**src/rtl/irq_gate_pkg.sv**
```systemverilog
package irq_gate_pkg;

   localparam int unsigned REG_W   = 32;
   localparam int unsigned SEL_W   = 2;

   typedef enum logic [SEL_W-1:0] {
      SEL_STATUS = 2'd0,
      SEL_EN_SET = 2'd1,
      SEL_EN_CLR = 2'd2,
      SEL_NONE   = 2'd3
   } reg_sel_e;

   // Enable mask = event positions plus the master position
   function automatic logic [REG_W-1:0] en_mask_f(input logic [REG_W-1:0] evt_mask,
                                                  input int unsigned master_bit);
      logic [REG_W-1:0] m;
      m = evt_mask;
      m[master_bit] = 1'b1;
      return m;
   endfunction

   // Status mask = event positions with the master position forced out
   function automatic logic [REG_W-1:0] st_mask_f(input logic [REG_W-1:0] evt_mask,
                                                  input int unsigned master_bit);
      logic [REG_W-1:0] m;
      m = evt_mask;
      m[master_bit] = 1'b0;
      return m;
   endfunction

endpackage

```
**src/rtl/irq_en_bank.sv**
```systemverilog
module irq_en_bank #(
   parameter int unsigned          W    = 32,
   parameter logic [W-1:0]         MASK = '1
) (
   input  logic         clk,
   input  logic         rst_n,
   input  logic         set_we,
   input  logic         clr_we,
   input  logic [W-1:0] wdata,
   output logic [W-1:0] en_q
);

   logic [W-1:0] set_v;
   logic [W-1:0] clr_v;
   logic [W-1:0] en_d;

   always_comb begin
      set_v = set_we ? (wdata & MASK) : '0;
      clr_v = clr_we ? (wdata & MASK) : '0;
      en_d  = ((en_q | set_v) & ~clr_v) & MASK;
   end

   always_ff @(posedge clk or negedge rst_n) begin
      if (!rst_n) en_q <= '0;
      else        en_q <= en_d;
   end

endmodule

```
**src/rtl/irq_evt_latch.sv**
```systemverilog
module irq_evt_latch #(
   parameter int unsigned          W    = 32,
   parameter logic [W-1:0]         MASK = '1
) (
   input  logic         clk,
   input  logic         rst_n,
   input  logic [W-1:0] evt,
   input  logic         ack_we,
   input  logic [W-1:0] wdata,
   output logic [W-1:0] st_q
);

   logic [W-1:0] hit_v;
   logic [W-1:0] ack_v;
   logic [W-1:0] st_d;

   always_comb begin
      hit_v = evt & MASK;
      ack_v = ack_we ? (wdata & MASK) : '0;
      // an event in the same cycle overrides the acknowledge
      st_d  = (st_q & ~ack_v) | hit_v;
   end

   always_ff @(posedge clk or negedge rst_n) begin
      if (!rst_n) st_q <= '0;
      else        st_q <= st_d;
   end

endmodule

```
**src/rtl/irq_req_gen.sv**
```systemverilog
module irq_req_gen #(
   parameter int unsigned          W          = 32,
   parameter logic [W-1:0]         ST_MASK    = '1,
   parameter int unsigned          MASTER_BIT = 31,
   parameter bit                   OUT_REG    = 1'b1
) (
   input  logic         clk,
   input  logic         rst_n,
   input  logic [W-1:0] en,
   input  logic [W-1:0] st,
   output logic         irq
);

   logic pend;

   always_comb pend = en[MASTER_BIT] & (|(en & st & ST_MASK));

   generate
      if (OUT_REG) begin : g_reg
         always_ff @(posedge clk or negedge rst_n) begin
            if (!rst_n) irq <= 1'b0;
            else        irq <= pend;
         end
      end else begin : g_comb
         always_comb irq = pend;
      end
   endgenerate

endmodule

```
**src/rtl/irq_gate_ctrl.sv**
```systemverilog
module irq_gate_ctrl
   import irq_gate_pkg::*;
#(
   parameter logic [REG_W-1:0] EVT_MASK   = 32'h4000_007F,
   parameter int unsigned      MASTER_BIT = 31,
   parameter bit               OUT_REG    = 1'b1
) (
   input  logic             clk,
   input  logic             rst_n,
   input  logic             wr_en,
   input  logic [SEL_W-1:0] wr_addr,
   input  logic [REG_W-1:0] wr_data,
   input  logic [SEL_W-1:0] rd_addr,
   output logic [REG_W-1:0] rd_data,
   input  logic [REG_W-1:0] evt_i,
   output logic             irq_o
);

   localparam logic [REG_W-1:0] EN_MASK = en_mask_f(EVT_MASK, MASTER_BIT);
   localparam logic [REG_W-1:0] ST_MASK = st_mask_f(EVT_MASK, MASTER_BIT);

   generate
      if (MASTER_BIT >= REG_W) begin : g_bad_master
         $error("MASTER_BIT outside the register word");
      end
      if (EVT_MASK[MASTER_BIT]) begin : g_bad_overlap
         $error("EVT_MASK must not include the master position");
      end
      if (ST_MASK == '0) begin : g_bad_empty
         $error("EVT_MASK selects no event");
      end
   endgenerate

   reg_sel_e         wsel;
   reg_sel_e         rsel;
   logic             set_we;
   logic             clr_we;
   logic             ack_we;
   logic [REG_W-1:0] en_q;
   logic [REG_W-1:0] st_q;

   always_comb begin
      wsel   = reg_sel_e'(wr_addr);
      rsel   = reg_sel_e'(rd_addr);
      set_we = wr_en && (wsel == SEL_EN_SET);
      clr_we = wr_en && (wsel == SEL_EN_CLR);
      ack_we = wr_en && (wsel == SEL_STATUS);
   end

   irq_en_bank #(.W(REG_W), .MASK(EN_MASK)) u_en (
      .clk    (clk),
      .rst_n  (rst_n),
      .set_we (set_we),
      .clr_we (clr_we),
      .wdata  (wr_data),
      .en_q   (en_q)
   );

   irq_evt_latch #(.W(REG_W), .MASK(ST_MASK)) u_st (
      .clk    (clk),
      .rst_n  (rst_n),
      .evt    (evt_i),
      .ack_we (ack_we),
      .wdata  (wr_data),
      .st_q   (st_q)
   );

   irq_req_gen #(.W(REG_W), .ST_MASK(ST_MASK), .MASTER_BIT(MASTER_BIT),
                 .OUT_REG(OUT_REG)) u_req (
      .clk   (clk),
      .rst_n (rst_n),
      .en    (en_q),
      .st    (st_q),
      .irq   (irq_o)
   );

   always_comb begin
      unique case (rsel)
         SEL_STATUS:             rd_data = st_q;
         SEL_EN_SET, SEL_EN_CLR: rd_data = en_q;
         default:                rd_data = '0;
      endcase
   end

endmodule

```
**config.mk**
```make
export PLATFORM = sky130hd
export DESIGN_NAME = irq_gate_ctrl
export DESIGN_NICKNAME = d
export VERILOG_FILES = /design/src/rtl/irq_gate_pkg.sv /design/src/rtl/irq_en_bank.sv /design/src/rtl/irq_evt_latch.sv /design/src/rtl/irq_req_gen.sv /design/src/rtl/irq_gate_ctrl.sv
export SDC_FILE = /design/constraint.sdc
export NUM_CORES = 1
export LEC_CHECK = 0
export BUFFER_PORTS_ARGS = -buffer_cell sky130_fd_sc_hd__buf_2
export CAP_MARGIN = 20
export CELL_PAD_IN_SITES_DETAIL_PLACEMENT = 0
export CELL_PAD_IN_SITES_GLOBAL_PLACEMENT = 1
export CORE_MARGIN = 2
export CORE_UTILIZATION = 30
export CTS_BUF_LIST = sky130_fd_sc_hd__clkbuf_16
export CTS_CLUSTER_DIAMETER = 150
export DETAILED_ROUTE_END_ITERATION = 10
export PLACE_DENSITY_LB_ADDON = 0.2
export SYNTH_ARGS = -nofsm -noshare
export SYNTH_HDL_FRONTEND = slang
export SYNTH_HIERARCHICAL = 1
export SYNTH_SLANG_ARGS = --single-unit
```
**constraint.sdc**
```tcl
create_clock -name clk -period 1.25 [get_ports clk]
set_input_delay 0.125 -clock clk [delete_from_list [all_inputs] [get_ports clk]]
set_output_delay 0.125 -clock clk [all_outputs]
set_load 0.02 [all_outputs]
```
==> impl_metrics.toml <==
[cells_and_area]
final_cells = 294
synthToLayoutAreaGrowth_pct = 9.85
drive_gt1_share_pct = 32.6
n_antenna_cell = 0
stdcell_area_um2 = 1800
layout.nets = 299
finalCoreUtilization_pct = 34.6
nFillCells = 580

[setup_path]
r2r-start = "u_en/en_q[4]"
arrival_ns = 1.08
cp_max_fo = 3
r2r-end = "u_req/irq"
setup.worst_path.class = "flip-flop to output port"
timing.critical_path.to = "rd_data[5]"
cp_cell_sequence = "a22oi_1 -> nor2_1 -> buf_2"
max_stage_delay_ns = 0.40
critPathLaunchType = "flip-flop"
cp-end-kind = "output port"
slowest_stage = "dfrtp_1"
cp.required_ns = 1.12
rrSetupSlack_ns = 0.35
startpoint = "u_en/en_q[5]"
reg2regPathDepth = 2

[outcome]
outcome = "finished clean"

[timing]
max_freq_mhz = 831
period_share_pct = 96.2
relSlewSlack_pct = 60.4
fin_crit_ns = 1.20
hold_viol_final = 0
worst_slew_pin_slew_ns = 0.595
finalSetupTns_ns = 0
maxSlewViolCount = 0
setup_violations = 0
skew_ns = 0.00194
fin_ws_ns = 0.0470

[global_route]
grt_max_degree = 21
grt_pass1_vias = 1123
met3_usage_pct = 2.44
antenna_found_initial = 0
gr-usage-met1_pct = 15.9
grt.met2_usage_pct = 18.2
gr-usage-all-layers_pct = 11.6
grt_pass1_wl_mm = 5.69
overflow = 0
busiest_layer = "met2"

[placement]
gp_congestion = 0.736
portBuffers = 33
dp_cells = 290
dpl_cell_area_um2 = 1690
place_ws_ns = -0.168
hpwl_mm = 2.60

[floorplanning]
rows = 26
die-height_um = 77.9
core_area_um2 = 5200
io_pins = 104
start_util_pct = 31.5
die_w_um = 77.9
design.die.area_um2 = 6070

[synthesis]
ys_ff_latch = 18
syn-cell-area_um2 = 1640
synth_most_common_cell = "buf_4"
synth_top_family_by_area = "compound AO/OA/AOI/OAI gates"
synth_compound_area_share_pct = 31.2
synth_area_per_cell_um2 = 8.63
synth-edff-count = 0
synth_async_sr_flop_share_pct = 100
synthTopCellsByCount = "buf_4 (48), a22oi_1 (33), nor2_1 (32)"
ys.warnings.count = 6
synthXorXnorAreaFrac_pct = 0
syn_inst = 190
synth_top_area_cell = "dfrtp_1"
yosys-top-cells-area = "dfrtp_1 (27%), buf_4 (22%), a22oi_1 (15%)"
synthMuxAreaShare_pct = 0
seq_area_frac_synth_pct = 27.5
synthFlopType = "dfrtp_1"
synth_fa_ha_area_share_pct = 1.53
ys_types = 17
yosysTopAreaCellShare_pct = 27.5
yosys.area_share.simple_pct = 10.7

[clock_tree]
htreeDepth = 1
cts_tree = "yes"
postCtsSetupBuffers = 0
clockBufferDepth = 2
numCtsBuffers = 3
clk_latency_ns = 0.24
clock_sinks = 18
clock_tree.root_cell = "clkbuf_16"
clkSlewWorstSetupHoldPaths_ns = 0.05

[route]
via_per_inst = 4.10
wire_per_inst_um = 11.7
first_iter_violations = 36
drcViolationCount = 0
first_pass_iters = 4
vias = 1206
ant_nets = 0
drt-total-wl_mm = 3.45

[hold_path]
worstHoldPathType = "primary input to flip-flop"

[power]
worst_ir_drop_vdd_uv = 661
p_leak_nw = 0.844
power_density_nw_per_um2 = 1130

[flow_run]
maxCapViolations = 0
per-layer routing:
layer  wire length, um  up-vias
li1                  -      636
met1              1580      533
met2              1650       35
met3               209        2
met4                16        0
met5                 0        -
power breakdown:
| part | internal [mW] | total (mW) | leakage, nW | switching, mW |
|---|---|---|---|---|
| combinational | 0.266 | 0.693 | 0.615 | 0.427 |
| sequential | 0.657 | 0.727 | 0.192 | 0.0706 |
| clock | 0.420 | 0.620 | 0.0370 | 0.200 |
metrics by stage:
step           hold slack, ns  power, mW
2_1_floorplan          -0.171       1.34
3_3_place_gp           0.0869       1.40
3_5_place_dp           0.0897       1.40
4_1_cts                0.0499       2.05
5_1_grt                0.0521       2.19
6_report               0.0550       2.04
area by class of cell:
cell class / instances / area [um2] / area share, %
flip-flops and latches: 18 / 450 / 25.0
multi-input cells: 155 / 918 / 51.0
repair buffers: 45 / 258 / 14.3
clock buffers: 3 / 75.1 / 4.17
inverters: 3 / 11.3 / 0.625
well taps: 70 / 87.6 / 4.86
critical path, delay by kind of cell, from the launching register on:
| family | cells | cell delay, ns |
|---|---|---|
| flip-flops | 1 | 0.40 |
| AO/OA/AOI/OAI | 1 | 0.19 |
| buffers and inverters | 1 | 0.17 |
| AND/OR/NAND/NOR | 1 | 0.07 |
kinds of logic after synthesis:
kind of cell / Yosys count
fa+ha+maj: 2
compound gates: 63
flops: 18
buf+inv: 62
other cells: 2
simple gates: 43
registers in the layout, summed over array words and instances, names as in the netlist:
| signal | count |
|---|---|
| u_en/en_q | 9 |
| u_req/irq | 1 |
| u_st/st_q | 8 |
what timing repair did:
item | 4_1_cts | 5_1_grt
endpoints found under the setup margin | 9 | 5
hold buffers | 1 | 0
resized for setup | 2 | 4
gates cloned | 0 | 0
endpoints found under the hold margin | 18 | 0
worst min-delay path by stage:
| stage | startpoint | to | slack (ns) | cells past startpoint |
|---|---|---|---|---|
| after floorplan | rst_n | u_en/en_q[0] | -0.17 | 0 |
| after global routing | evt_i[30] | u_st/st_q[30] | 0.05 | 2 |
| final | evt_i[0] | u_st/st_q[0] | 0.06 | 2 |
| after CTS | evt_i[0] | u_st/st_q[0] | 0.05 | 2 |
| after global placement | rst_n | u_st/st_q[3] | 0.09 | 1 |
| after detailed placement | rst_n | u_st/st_q[3] | 0.09 | 1 |
cell usage in the layout, fill, tap and decap left out:
| cell type | instances |
|---|---|
| conb_1 | 47 |
| buf_2 | 33 |
| nor2_1 | 32 |
| a22oi_1 | 30 |
| a21oi_2 | 18 |
| dfrtp_1 | 18 |
| buf_4 | 11 |
| nand2_1 | 8 |
| a21o_1 | 8 |
| a22oi_2 | 6 |
| inv_1 | 3 |
| clkbuf_16 | 3 |
| and3b_1 | 2 |
| nor3b_1 | 1 |
| ha_4 | 1 |
| ha_2 | 1 |
| dlygate4sd3_1 | 1 |
| a41oi_1 | 1 |
No activity file was read; power rests on OpenSTA's default activity.
